--- src/rtl/pfm_pkg.sv ---
package pfm_pkg;
  typedef enum logic [1:0] {
    OC_IDLE = 2'd0,
    OC_HELD = 2'd1,
    OC_ACK  = 2'd2
  } oc_state_t;
endpackage

--- src/rtl/pfm_sync.sv ---
module pfm_sync #(
  parameter int WIDTH  = 1,
  parameter int STAGES = 2
) (
  input  logic             clk,
  input  logic             rst_n,
  input  logic [WIDTH-1:0] d_a,
  output logic [WIDTH-1:0] q
);
  for (genvar b = 0; b < WIDTH; b++) begin : g_bit
    logic [STAGES-1:0] chain_q;
    always_ff @(posedge clk or negedge rst_n) begin
      if (!rst_n) chain_q <= '0;
      else        chain_q <= {chain_q[STAGES-2:0], d_a[b]};
    end
    assign q[b] = chain_q[STAGES-1];
  end
endmodule

--- src/rtl/pfm_por_qual.sv ---
module pfm_por_qual #(
  parameter int QUAL_CYCLES = 12500
) (
  input  logic clk,
  input  logic rst_n,
  input  logic vcc_ok,
  output logic ready
);
  localparam int CW = $clog2(QUAL_CYCLES + 1);
  localparam logic [CW-1:0] LAST = CW'(QUAL_CYCLES - 1);

  logic [CW-1:0] cnt_q, cnt_d;
  logic          rdy_q, rdy_d;

  always_comb begin
    cnt_d = cnt_q;
    rdy_d = rdy_q;
    if (!vcc_ok) begin
      cnt_d = '0;
      rdy_d = 1'b0;
    end else if (!rdy_q) begin
      if (cnt_q == LAST) rdy_d = 1'b1;
      else               cnt_d = cnt_q + 1'b1;
    end
  end

  always_ff @(posedge clk or negedge rst_n) begin
    if (!rst_n) begin
      cnt_q <= '0;
      rdy_q <= 1'b0;
    end else begin
      cnt_q <= cnt_d;
      rdy_q <= rdy_d;
    end
  end

  assign ready = rdy_q;

  // a VCC drop always removes readiness on the next edge
  p_ready_drop_r1: assert property (@(posedge clk) disable iff (!rst_n)
    !vcc_ok |=> !ready);
endmodule

--- src/rtl/pfm_oc_ctl.sv ---
module pfm_oc_ctl
  import pfm_pkg::*;
#(
  parameter int ACK_CYCLES = 100
) (
  input  logic clk,
  input  logic rst_n,
  input  logic clr,
  input  logic detect,
  input  logic pwm_tri,
  output logic active
);
  localparam int CW = $clog2(ACK_CYCLES + 1);
  localparam logic [CW-1:0] LAST = CW'(ACK_CYCLES - 1);

  oc_state_t     state_q, state_d;
  logic [CW-1:0] cnt_q, cnt_d;

  always_comb begin
    state_d = state_q;
    cnt_d   = cnt_q;
    if (clr) begin
      state_d = OC_IDLE;
      cnt_d   = '0;
    end else begin
      case (state_q)
        OC_IDLE: if (detect) state_d = OC_HELD;
        OC_HELD: if (pwm_tri) begin
          state_d = OC_ACK;
          cnt_d   = '0;
        end
        OC_ACK: begin
          if (!pwm_tri)          state_d = OC_HELD;
          else if (cnt_q == LAST) state_d = OC_IDLE;
          else                    cnt_d   = cnt_q + 1'b1;
        end
        default: state_d = OC_IDLE;
      endcase
    end
  end

  always_ff @(posedge clk or negedge rst_n) begin
    if (!rst_n) begin
      state_q <= OC_IDLE;
      cnt_q   <= '0;
    end else begin
      state_q <= state_d;
      cnt_q   <= cnt_d;
    end
  end

  assign active = (state_q != OC_IDLE);

  // without an acknowledge the fault cannot release
  p_no_ack_hold_r4: assert property (@(posedge clk) disable iff (!rst_n)
    (active && !pwm_tri && !clr) |=> active);
  // release only ever happens out of the acknowledge window
  p_release_in_ack_r4: assert property (@(posedge clk) disable iff (!rst_n)
    (active && !clr && state_q != OC_ACK) |=> active);
endmodule

--- src/rtl/pstage_fault_mgr.sv ---
module pstage_fault_mgr #(
  parameter int QUAL_CYCLES = 12500,
  parameter int ACK_CYCLES  = 100
) (
  input  logic clk,
  input  logic rst_n,
  input  logic vcc_ok_a,
  input  logic vin_ok_a,
  input  logic hs_oc_a,
  input  logic sw_high_a,
  input  logic temp_over_a,
  input  logic temp_under_a,
  input  logic pwm_tri,
  input  logic gh_on,
  input  logic gl_on,
  output logic por_ready,
  output logic gh_inhibit,
  output logic imon_flag,
  output logic tmon_flag,
  output logic fault_n
);
  localparam int NFLAGS = 6;

  logic [NFLAGS-1:0] flags_s;
  logic vcc_s, vin_s, oc_s, sw_s, hot_s, cool_s;
  logic rdy, oc_active, oc_detect;
  logic short_q, short_d;
  logic ot_q, ot_d;

  pfm_sync #(.WIDTH(NFLAGS), .STAGES(2)) u_sync (
    .clk   (clk),
    .rst_n (rst_n),
    .d_a   ({temp_under_a, temp_over_a, sw_high_a, hs_oc_a, vin_ok_a, vcc_ok_a}),
    .q     (flags_s)
  );
  assign {cool_s, hot_s, sw_s, oc_s, vin_s, vcc_s} = flags_s;

  pfm_por_qual #(.QUAL_CYCLES(QUAL_CYCLES)) u_por (
    .clk    (clk),
    .rst_n  (rst_n),
    .vcc_ok (vcc_s),
    .ready  (rdy)
  );

  assign oc_detect = oc_s & gh_on & vin_s & rdy;

  pfm_oc_ctl #(.ACK_CYCLES(ACK_CYCLES)) u_oc (
    .clk     (clk),
    .rst_n   (rst_n),
    .clr     (!vcc_s),
    .detect  (oc_detect),
    .pwm_tri (pwm_tri),
    .active  (oc_active)
  );

  always_comb begin
    short_d = short_q;
    ot_d    = ot_q;
    if (!vcc_s) begin
      short_d = 1'b0;
      ot_d    = 1'b0;
    end else begin
      if (sw_s && gl_on && rdy) short_d = 1'b1;
      if (hot_s)                ot_d    = 1'b1;
      else if (cool_s)          ot_d    = 1'b0;
    end
  end

  always_ff @(posedge clk or negedge rst_n) begin
    if (!rst_n) begin
      short_q <= 1'b0;
      ot_q    <= 1'b0;
    end else begin
      short_q <= short_d;
      ot_q    <= ot_d;
    end
  end

  assign por_ready  = rdy;
  assign gh_inhibit = !rdy || oc_active || short_q;
  assign imon_flag  = oc_active || short_q;
  assign tmon_flag  = ot_q;
  assign fault_n    = !(oc_active || short_q || ot_q || !rdy || !vin_s);

  // the shorted-switch latch holds while VCC stays good
  p_short_latch_r5: assert property (@(posedge clk) disable iff (!rst_n)
    (short_q && vcc_s) |=> short_q);
  // over-temperature holds until the release level is seen
  p_ot_hold_r6: assert property (@(posedge clk) disable iff (!rst_n)
    (ot_q && !cool_s && vcc_s) |=> ot_q);
  // no new overcurrent without the high gate on and VIN good
  p_oc_gate_r3: assert property (@(posedge clk) disable iff (!rst_n)
    (!oc_active && (!gh_on || !vin_s)) |=> !oc_active);
  // VCC loss wipes every fault state
  p_vcc_clear_r9: assert property (@(posedge clk) disable iff (!rst_n)
    !vcc_s |=> (!oc_active && !short_q && !ot_q));
endmodule

--- config.mk ---
export PLATFORM = sky130hd
export DESIGN_NAME = pstage_fault_mgr
export DESIGN_NICKNAME = d
export VERILOG_FILES = /design/src/rtl/pfm_pkg.sv /design/src/rtl/pfm_sync.sv /design/src/rtl/pfm_por_qual.sv /design/src/rtl/pfm_oc_ctl.sv /design/src/rtl/pstage_fault_mgr.sv
export SDC_FILE = /design/constraint.sdc
export NUM_CORES = 1
export LEC_CHECK = 0
export BUFFER_PORTS_ARGS = -buffer_cell sky130_fd_sc_hd__buf_2
export CORE_AREA = 2 2 56 58
export DETAILED_ROUTE_END_ITERATION = 16
export DIE_AREA = 0 0 58 60
export GPL_ROUTABILITY_DRIVEN = 0
export HOLD_SLACK_MARGIN = 0.12
export PLACE_DENSITY = 0.9
export SYNTH_ARGS = -nofsm -noshare
export SYNTH_HDL_FRONTEND = slang
export SYNTH_SLANG_ARGS = --single-unit
--- constraint.sdc ---
create_clock -name clk -period 4.9 [get_ports clk]
set_clock_uncertainty 0.05 [all_clocks]
set_input_delay 0.245 -clock clk [delete_from_list [all_inputs] [get_ports clk]]
set_output_delay 0.245 -clock clk [all_outputs]
set_load 0.01 [all_outputs]
==> flow_summary.toml, run 1 <==
[power]
seq_power_share = 0.525
vdd_ir_drop_max_v = 0.000320
power_frac_comb = 0.039
swShare = 0.212
p_per_area_mw_per_mm2 = 316
p_sw_mw = 0.132
internal-power_mw = 0.491
leakage_nw = 0.853
pwr-share-clk = 0.436

[critical_path]
worst_ep_required_time_ps = 4610
cp.arrival_ps = 1580
crit_path_top_delay_cell = "dfrtp_1"
endpoint_kind = "output port"
reg2reg_slack_ps = 3060
r2r_end = "u_oc.cnt_q[1]"
critical_path.max_fanout = 5
reg2reg_from = "u_oc.cnt_q[0]"
path_cells = "nor3_1, nand2_1, nor3b_1, buf_2"
start_kind = "flip-flop"
critPathKind = "flip-flop to output port"
r2r_cells = 5
cp_slowest_stage_delay_ps = 470

[timing]
hold_viol = 0
fin_crit_sh = 0.382
setup_viol = 0
tightest_slew_ps = 821
max_slew_margin = 0.453
drv_slew = 0
rsz0062_at_grt = "false"
fmaxAchievable_ghz = 0.534
min_period_ps = 1870
tns_ps = 0

[cts]
cts_max_level = 2
clock_latency_ps = 370
cts.root.buffer_cell = "clkbuf_4"
clock-sinks = 38
post_cts_buffers = 0
clkTransAtPathRegs_ps = 130
cts_buffer_depth = 2
cts_tree = "yes"
numCtsBuffers = 5

[global_route]
grt_max_degree = 39
grt_first_pass_wirelength_um = 5790
grt_pass1_vias = 1295
antenna_found_initial = 0
grt_overflow = 0
grtUsageTotal = 0.232

[die]
die-height_um = 60
die_x_um = 58
core_mm2 = 0.00290
num_rows = 20
start_util = 0.578
pin_count = 16
dieArea_mm2 = 0.00348

[cells_and_area]
antenna_cells = 0
design_area_mm2 = 0.00197
syn2layout_area_growth_pct = 17.4
fin_nets = 193
drive_above_1_share = 0.171
final_util = 0.678

[synth]
synth_top_family_by_area = "simple AND/OR/NAND/NOR gates"
syn_inst = 153
synthMuxAreaShare = 0.0298
synth_top_area_frac = 0.567
synth_fp_nets = 166
ys_warn_count = 0
yosys-top-cells-area = "dfrtp_1 (57%), xnor2_1 (4.2%), nand2_1 (3.8%)"
synth-seq-cells = 38
syn_area_mm2 = 0.00168
synth_compound_area_frac = 0.0902
synth_largest_area_cell = "dfrtp_1"
syn_area_per_cell_um2 = 11.0
synth-adder-area-share = 0.0149
synthSimpleGateAreaFrac = 0.230
seq_area_frac_synth = 0.567
netlist-cell-type-count = 34
synthXorXnorAreaFrac = 0.0522

[routing]
routedWlPerCell_um = 16.1
drt_iter0_drc = 58
drtAntennaViolNets = 0
via_per_inst = 5.89
dr.pass1.iters = 4
vias = 1261
drc = 0
wl_um = 3450

[hold_path]
min_from = "pwm_tri"
hold-path-endpoint = "u_oc.state_q[1]"
min_path_cells = 3
hold_class = "input pin to flip-flop"

[placed_design]
port-buffer-count = 15
dpl-instance-area_mm2 = 0.00178
hpwl_um = 2190

[outcome]
status = "finished clean"

[run]
max_cap_violations = 0
## how the worst max path moves through the flow
stage	from	end	slack, ps	cells past startpoint
6_report	u_oc.state_q[0]	fault_n	3030	4
5_1_grt	u_oc.cnt_q[0]	u_oc.cnt_q[1]	2930	5
4_1_cts	u_oc.state_q[0]	fault_n	3020	4
3_5_place_dp	u_oc.cnt_q[0]	u_oc.cnt_q[1]	3180	5
3_3_place_gp	u_oc.cnt_q[0]	u_oc.cnt_q[1]	3240	5
2_1_floorplan	u_oc.cnt_q[0]	u_oc.cnt_q[3]	3350	5
## layer usage
layer / global-route usage / vias to the layer above / wire length [um] / share of wire
li1: - / 594 / - / -
met1: 0.263 / 627 / 1400 / 0.41
met2: 0.406 / 29 / 1830 / 0.53
met3: 0.0736 / 11 / 146 / 0.042
met4: 0.0963 / 0 / 78 / 0.023
met5: 0 / - / 0 / 0
## metrics by stage
stage,power (mW),hold WS (ps),instances,worst slack (ps)
3_5_place_dp,0.353,294,198,3180
5_1_grt,0.642,245,214,2930
4_1_cts,0.625,235,214,3020
2_1_floorplan,0.339,-101,153,3350
6_report,0.623,239,214,3030
3_3_place_gp,0.351,285,198,3240
## cells in the mapped netlist
cell	number
a21oi_1	7
or2_1	1
a41oi_1	1
nor4b_1	2
and3_1	1
o311ai_2	1
o32ai_1	2
nor4_2	1
and2_1	1
dfrtp_1	38
nor3_1	4
nor2_1	16
nand2b_1	5
nand4bb_4	1
nand4b_1	2
nor4_1	5
o21ai_0	5
or3_1	3
a311o_1	1
a31oi_1	1
ha_1	2
nand2_1	17
nor3b_1	1
nand4_1	1
mux2i_1	5
xnor2_1	8
a31o_2	2
nand3_1	7
inv_1	4
xor2_1	2
clkbuf_1	3
o2111ai_2	1
and2b_2	1
nand3_2	1
## state kept, by name, summed over array words and instances, names as in the netlist
| signal | cells |
|---|---|
| u_por.ready | 1 |
| tmon_flag | 1 |
| u_sync.g_bit.chain_q | 12 |
| u_oc.state_q | 2 |
| short_q | 1 |
| u_oc.cnt_q | 7 |
| u_por.cnt_q | 14 |
## layout make-up
type,count,area [um2]
Sequential cell,38,951
Fill cell,208,933
Multi-Input combinational cell,108,701
Timing Repair Buffer,23,155
Clock inverter,3,68.8
Tap cell,33,41.3
Clock buffer,5,37.5
Inverter,4,15.0
## timing repair
item | CTS | global route
hold buffers | 8 | 0
gates resized for setup | 0 | 0
hold endpoints to repair | 45 | 0
## power by group through the flow
stage / Clock (mW) / Combinational, mW / Sequential (mW)
2_1_floorplan: 0 / 0.00797 / 0.331
3_3_place_gp: 0 / 0.0188 / 0.332
3_5_place_dp: 0 / 0.0200 / 0.333
4_1_cts: 0.273 / 0.0249 / 0.327
5_1_grt: 0.286 / 0.0276 / 0.328
6_report: 0.271 / 0.0246 / 0.327
## placed cells by master, fill, tap and decap left out, types with 5 or more instances in the layout
cell type      instances
a21oi_1                7
buf_2                 15
clkbuf_4               5
dfrtp_1               38
dlygate4sd3_1          8
mux2i_1                5
nand2_1               17
nand2b_1               5
nand3_1                7
nor2_1                16
nor4_1                 5
o21ai_0                5
xnor2_1                8
## logic make-up after synthesis
family          count (synthesis)
buf+inv                         7
simple gates                   70
flops                          38
fa+ha+maj                       2
compound gates                 21
xor+xnor                       10
mux                             5
## worst max-delay path: cells and delay by family (launching register included)
| family | cells | cell delay [ps] |
|---|---|---|
| buffers and inverters | 1 | 160 |
| DFF | 1 | 470 |
| and+or+nand+nor | 3 | 580 |
Power figures use the tool's default switching activity.
==> run 2, diff against run 1 <==
--- a/config.mk
+++ b/config.mk
@@ -6,12 +6,12 @@
 export NUM_CORES = 1
 export LEC_CHECK = 0
 export BUFFER_PORTS_ARGS = -buffer_cell sky130_fd_sc_hd__buf_2
-export CORE_AREA = 2 2 56 58
+export CORE_AREA = 2 2 60 62
 export DETAILED_ROUTE_END_ITERATION = 16
-export DIE_AREA = 0 0 58 60
+export DIE_AREA = 0 0 62 64
 export GPL_ROUTABILITY_DRIVEN = 0
 export HOLD_SLACK_MARGIN = 0.12
-export PLACE_DENSITY = 0.9
+export PLACE_DENSITY = 0.84
 export SYNTH_ARGS = -nofsm -noshare
 export SYNTH_HDL_FRONTEND = slang
 export SYNTH_SLANG_ARGS = --single-unit
==> constraint.sdc (replaced) <==
create_clock -name clk -period 1.5 [get_ports clk]
set_clock_uncertainty 0.05 [all_clocks]
set_input_delay 0.075 -clock clk [delete_from_list [all_inputs] [get_ports clk]]
set_output_delay 0.075 -clock clk [all_outputs]
set_load 0.01 [all_outputs]
==> flow_summary.toml, run 2 (synthesis results as in run 1) <==
[cells_and_area]
regMostFlops = "u_por.cnt_q"
antenna_cells = 0
final_util = 0.742
fin_nets = 223
syn2layout_area_growth_pct = 45.3
layout_commonest_cell = "dfrtp_1"
reg_top3 = "u_por.cnt_q: 14 flops, u_sync.g_bit.chain_q: 12 flops, u_oc.cnt_q: 7 flops"
largest_reg_flops = 14
final_cell_mix = "dfrtp_1 (36), buf_4 (24), nor2_1 (16), nand2_1 (15), buf_2 (14)"
drive_above_1_share = 0.422

[global_route]
grt_pass1_vias = 1397
grtUsageTotal = 0.220
antenna_found_initial = 0
grt_max_degree = 39
grt_first_pass_wirelength_um = 6380
grt_overflow = 0

[die]
die_x_um = 62
start_util = 0.511
dieArea_mm2 = 0.00397
core_mm2 = 0.00328
die-height_um = 64
num_rows = 21
pin_count = 16

[power]
vdd_ir_drop_max_v = 0.000776
power_mw = 1.90
p_per_area_mw_per_mm2 = 779
leakage_nw = 1.04

[timing]
setup_ws_ps = -55.6
drv_slew = 0
tightest_slew_ps = 470
setup_viol = 8
hold_viol = 0
fin_crit_sh = 1.04
min_period_ps = 1560
rsz0062_at_grt = "true"
fmaxAchievable_ghz = 0.643
max_slew_margin = 0.687

[outcome]
violations = "negative setup slack"
status = "finished with violations"

[critical_path]
cp.arrival_ps = 1760
crit_path_top_delay_cell = "dfrtp_1"
critPathKind = "flip-flop to flip-flop"
endpoint_kind = "flip-flop"
start_kind = "flip-flop"
path_cells = "ha_4, nand4bb_4, o2111ai_4, nor3_1, a311o_1"
cp_slowest_stage_delay_ps = 430
critical_path.max_fanout = 4
worst_ep_required_time_ps = 1700
path_buf_inv = 0
cpLargestDelayFamily = "compound AO/OA/AOI/OAI gates"

[cts]
numCtsBuffers = 5
cts.root.buffer_cell = "clkbuf_4"
cts_max_level = 2
cts_tree = "yes"
cts_buffer_depth = 2
clock-sinks = 38
clkTransAtPathRegs_ps = 130
clock_latency_ps = 360

[routing]
wl_um = 4240
drt_iter0_drc = 80
drtAntennaViolNets = 0
drc = 0
routedWlPerCell_um = 16.5
dr.pass1.iters = 4
via_per_inst = 5.62
vias = 1445

[placed_design]
hpwl_um = 2450
port-buffer-count = 15

[run]
max_cap_violations = 0

[hold_path]
hold_class = "input pin to async pin"
-- run 2: area by class of cell --
type,count,area [um2]
Timing Repair Buffer,53,415
Clock inverter,3,45.0
Clock buffer,5,37.5
Fill cell,186,847
Multi-Input combinational cell,108,913
Inverter,4,15.0
Tap cell,46,57.6
Sequential cell,38,953
-- run 2: timing repair --
action | 4_1_cts | 5_1_grt
gates resized for setup | 12 | 29
hold buffers | 10 | 0
setup endpoints to repair | 7 | 17
buffers inserted | 5 | 6
endpoints found under the hold margin | 47 | 0
pin swaps | 8 | 9
gates cloned | 0 | 0
-- run 2: report_power, final --
part | switching, mW | internal, mW | total (mW)
combinational | 0.0589 | 0.0547 | 0.114
sequential | 0.0188 | 1.05 | 1.07
clock | 0.368 | 0.349 | 0.717
-- run 2: worst min-delay path, stage by stage --
cell	delay [ps]
dlygate4sd3_1	520
buf_2	90
buf_4	390
-- run 2: per-layer routing --
metal | track usage | vias up | part of all wire
met5 | 0 | - | 0
met4 | 0.0798 | 0 | 0.030
met3 | 0.0648 | 14 | 0.041
met2 | 0.328 | 41 | 0.52
met1 | 0.302 | 729 | 0.40
li1 | - | 661 | -
-- run 2: final timing paths --
check                                            from                         end  slack [ps]  cells past startpoint
max in group asynchronous                       rst_n             u_oc.state_q[1]         840                      3
setup / recovery                        u_oc.cnt_q[0]               u_oc.cnt_q[3]         -60                      5
hold / removal                                  rst_n               u_oc.cnt_q[4]         210                      3
min in group clk           u_sync.g_bit[0].chain_q[0]  u_sync.g_bit[0].chain_q[1]         310                      0
hold reg to reg            u_sync.g_bit[0].chain_q[0]  u_sync.g_bit[0].chain_q[1]         310                      0
setup reg to reg                        u_oc.cnt_q[0]               u_oc.cnt_q[3]         -60                      5
-- run 2: metrics by stage --
stage / cells / setup WS, ps / hold WS [ps] / setup TNS [ps] / instance area [um2]
after detailed placement: 228 / -64.1 / 97.4 / -192 / 1970
after floorplan: 153 / -40.0 / -271 / -40.0 / 1710
after global placement: 228 / -11.0 / 87.4 / -11.0 / 1970
after global routing: 257 / -117 / 287 / -1060 / 2440
final: 257 / -55.6 / 209 / -261 / 2440
after CTS: 251 / -46.5 / 237 / -176 / 2250
==> run 3, diff against run 2 <==
--- a/config.mk
+++ b/config.mk
@@ -5,7 +5,7 @@
 export SDC_FILE = /design/constraint.sdc
 export NUM_CORES = 1
 export LEC_CHECK = 0
-export BUFFER_PORTS_ARGS = -buffer_cell sky130_fd_sc_hd__buf_2
+export BUFFER_PORTS_ARGS = -buffer_cell sky130_fd_sc_hd__buf_4
 export CORE_AREA = 2 2 60 62
 export DETAILED_ROUTE_END_ITERATION = 16
 export DIE_AREA = 0 0 62 64
==> flow_summary.toml, run 3 (synthesis results as in run 1) <==
[cts]
clkTransAtPathRegs_ps = 120
cts_max_level = 2
clock_latency_ps = 330
clock-sinks = 38
cts_buffer_depth = 2
cts.root.buffer_cell = "clkbuf_4"
cts_tree = "yes"
numCtsBuffers = 5

[die]
dieArea_mm2 = 0.00397
start_util = 0.511
die-height_um = 64
core_mm2 = 0.00328
pin_count = 16
die_x_um = 62
num_rows = 21

[critical_path]
r2r_cells = 5
path_cells = "ha_4, nand4bb_4, o2111ai_4, nor3_1, a311o_1"
critPathKind = "flip-flop to flip-flop"
endpoint_kind = "flip-flop"
critical_path.max_fanout = 6
start_kind = "flip-flop"
r2r_end = "u_oc.cnt_q[3]"
cp_slowest_stage_delay_ps = 410
reg2reg_slack_ps = -140
crit_path_top_delay_cell = "dfrtp_1"
worst_ep_required_time_ps = 1670
cp.arrival_ps = 1810
cpLargestDelayFamily = "compound AO/OA/AOI/OAI gates"
reg2reg_from = "u_oc.cnt_q[0]"
path_buf_inv = 0

[cells_and_area]
largest_reg_flops = 14
final_util = 0.744
multi_input_comb_area_um2 = 910
syn2layout_area_growth_pct = 45.7
fin_nets = 217
fillers = 210
reg_top3 = "u_por.cnt_q: 14 flops, u_sync.g_bit.chain_q: 12 flops, u_oc.cnt_q: 7 flops"
regMostFlops = "u_por.cnt_q"
seq_area_um2 = 956
final_cell_mix = "buf_4 (35), dfrtp_1 (34), nor2_1 (16), nand2_1 (14), dlygate4sd3_1 (9)"
drive_above_1_share = 0.395
layout_commonest_cell = "buf_4"
antenna_cells = 0

[placed_design]
hpwl_um = 2480
port-buffer-count = 15

[hold_path]
min_from = "gh_on"
hold_class = "input pin to flip-flop"
min_path_cells = 5
hold-path-endpoint = "u_oc.state_q[0]"

[timing]
setup_ws_ps = -141
fmaxAchievable_ghz = 0.609
hold_viol = 0
rsz0062_at_grt = "true"
fin_crit_sh = 1.09
max_slew_margin = 0.689
drv_slew = 0
tightest_slew_ps = 466
min_period_ps = 1640
setup_viol = 5
tns_ps = -249

[outcome]
status = "finished with violations"
violations = "negative setup slack"

[routing]
drtAntennaViolNets = 0
vias = 1415
via_per_inst = 5.64
drt_iter0_drc = 100
wl_um = 4430
drc = 0
dr.pass1.iters = 4
routedWlPerCell_um = 17.6

[global_route]
grt_max_degree = 39
grtUsageTotal = 0.220
antenna_found_initial = 0
grt_pass1_vias = 1383
grt_overflow = 0
grt_first_pass_wirelength_um = 6380

[power]
vdd_ir_drop_max_v = 0.000762
power_mw = 2.09
leakage_nw = 1.03
p_per_area_mw_per_mm2 = 853

[run]
max_cap_violations = 0
==> run 3: cell type report <==
class / count / share of cell area
flip-flops and latches: 38 / 0.391
clock buffers: 6 / 0.0210
repair buffers: 47 / 0.162
clock inverters: 2 / 0.0246
multi-input cells: 108 / 0.372
well taps: 46 / 0.0235
inverters: 4 / 0.00614
==> run 3: worst register-to-register path: stages (launching register included) <==
cell	delay, ps
dfrtp_1	410
ha_4	170
nand4bb_4	150
o2111ai_4	280
nor3_1	110
a311o_1	350
==> run 3: power by group <==
| part | leakage [nW] | switching [mW] | internal (mW) |
|---|---|---|---|
| Combinational | 0.475 | 0.0569 | 0.0596 |
| Sequential | 0.493 | 0.0193 | 1.05 |
| Clock | 0.0585 | 0.337 | 0.565 |
==> run 3: worst max path at each step <==
| stage | startpoint | endpoint | slack [ps] | cells past startpoint |
|---|---|---|---|---|
| 2_1_floorplan | u_oc.cnt_q[0] | u_oc.cnt_q[3] | -40 | 5 |
| 6_report | u_oc.cnt_q[0] | u_oc.cnt_q[3] | -140 | 5 |
| 3_3_place_gp | u_oc.cnt_q[0] | u_oc.cnt_q[3] | -10 | 5 |
| 3_5_place_dp | u_por.cnt_q[10] | u_por.cnt_q[2] | -100 | 4 |
| 5_1_grt | u_oc.cnt_q[0] | u_oc.cnt_q[3] | -220 | 5 |
| 4_1_cts | u_oc.cnt_q[0] | u_oc.cnt_q[6] | -60 | 6 |
==> run 3: stage by stage <==
| stage | hold slack (ps) | instances | instance area (um2) | setup slack (ps) |
|---|---|---|---|---|
| floorplan | -271 | 153 | 1710 | -40.0 |
| global placement | 3.77 | 228 | 2010 | -11.9 |
| detailed placement | 11.5 | 228 | 2010 | -98.0 |
| CTS | 133 | 249 | 2290 | -55.3 |
| global route | 186 | 251 | 2440 | -217 |
| finish | 157 | 251 | 2440 | -141 |
==> run 3: what timing repair did <==
action | CTS | global route
endpoints found under the hold margin | 47 | 0
hold buffers | 9 | 0
setup endpoints to repair | 11 | 18
pin swaps | 6 | 6
resized for setup | 11 | 26
setup buffers | 4 | 2
==> run 3: routing by layer <==
layer  routed length [um]  up-vias  track usage
met5                    0        -            0
met4                  190        0       0.0824
met3                  160       20       0.0587
met2                 2390       49        0.357
met1                 1690      701        0.276
li1                     -      645            -
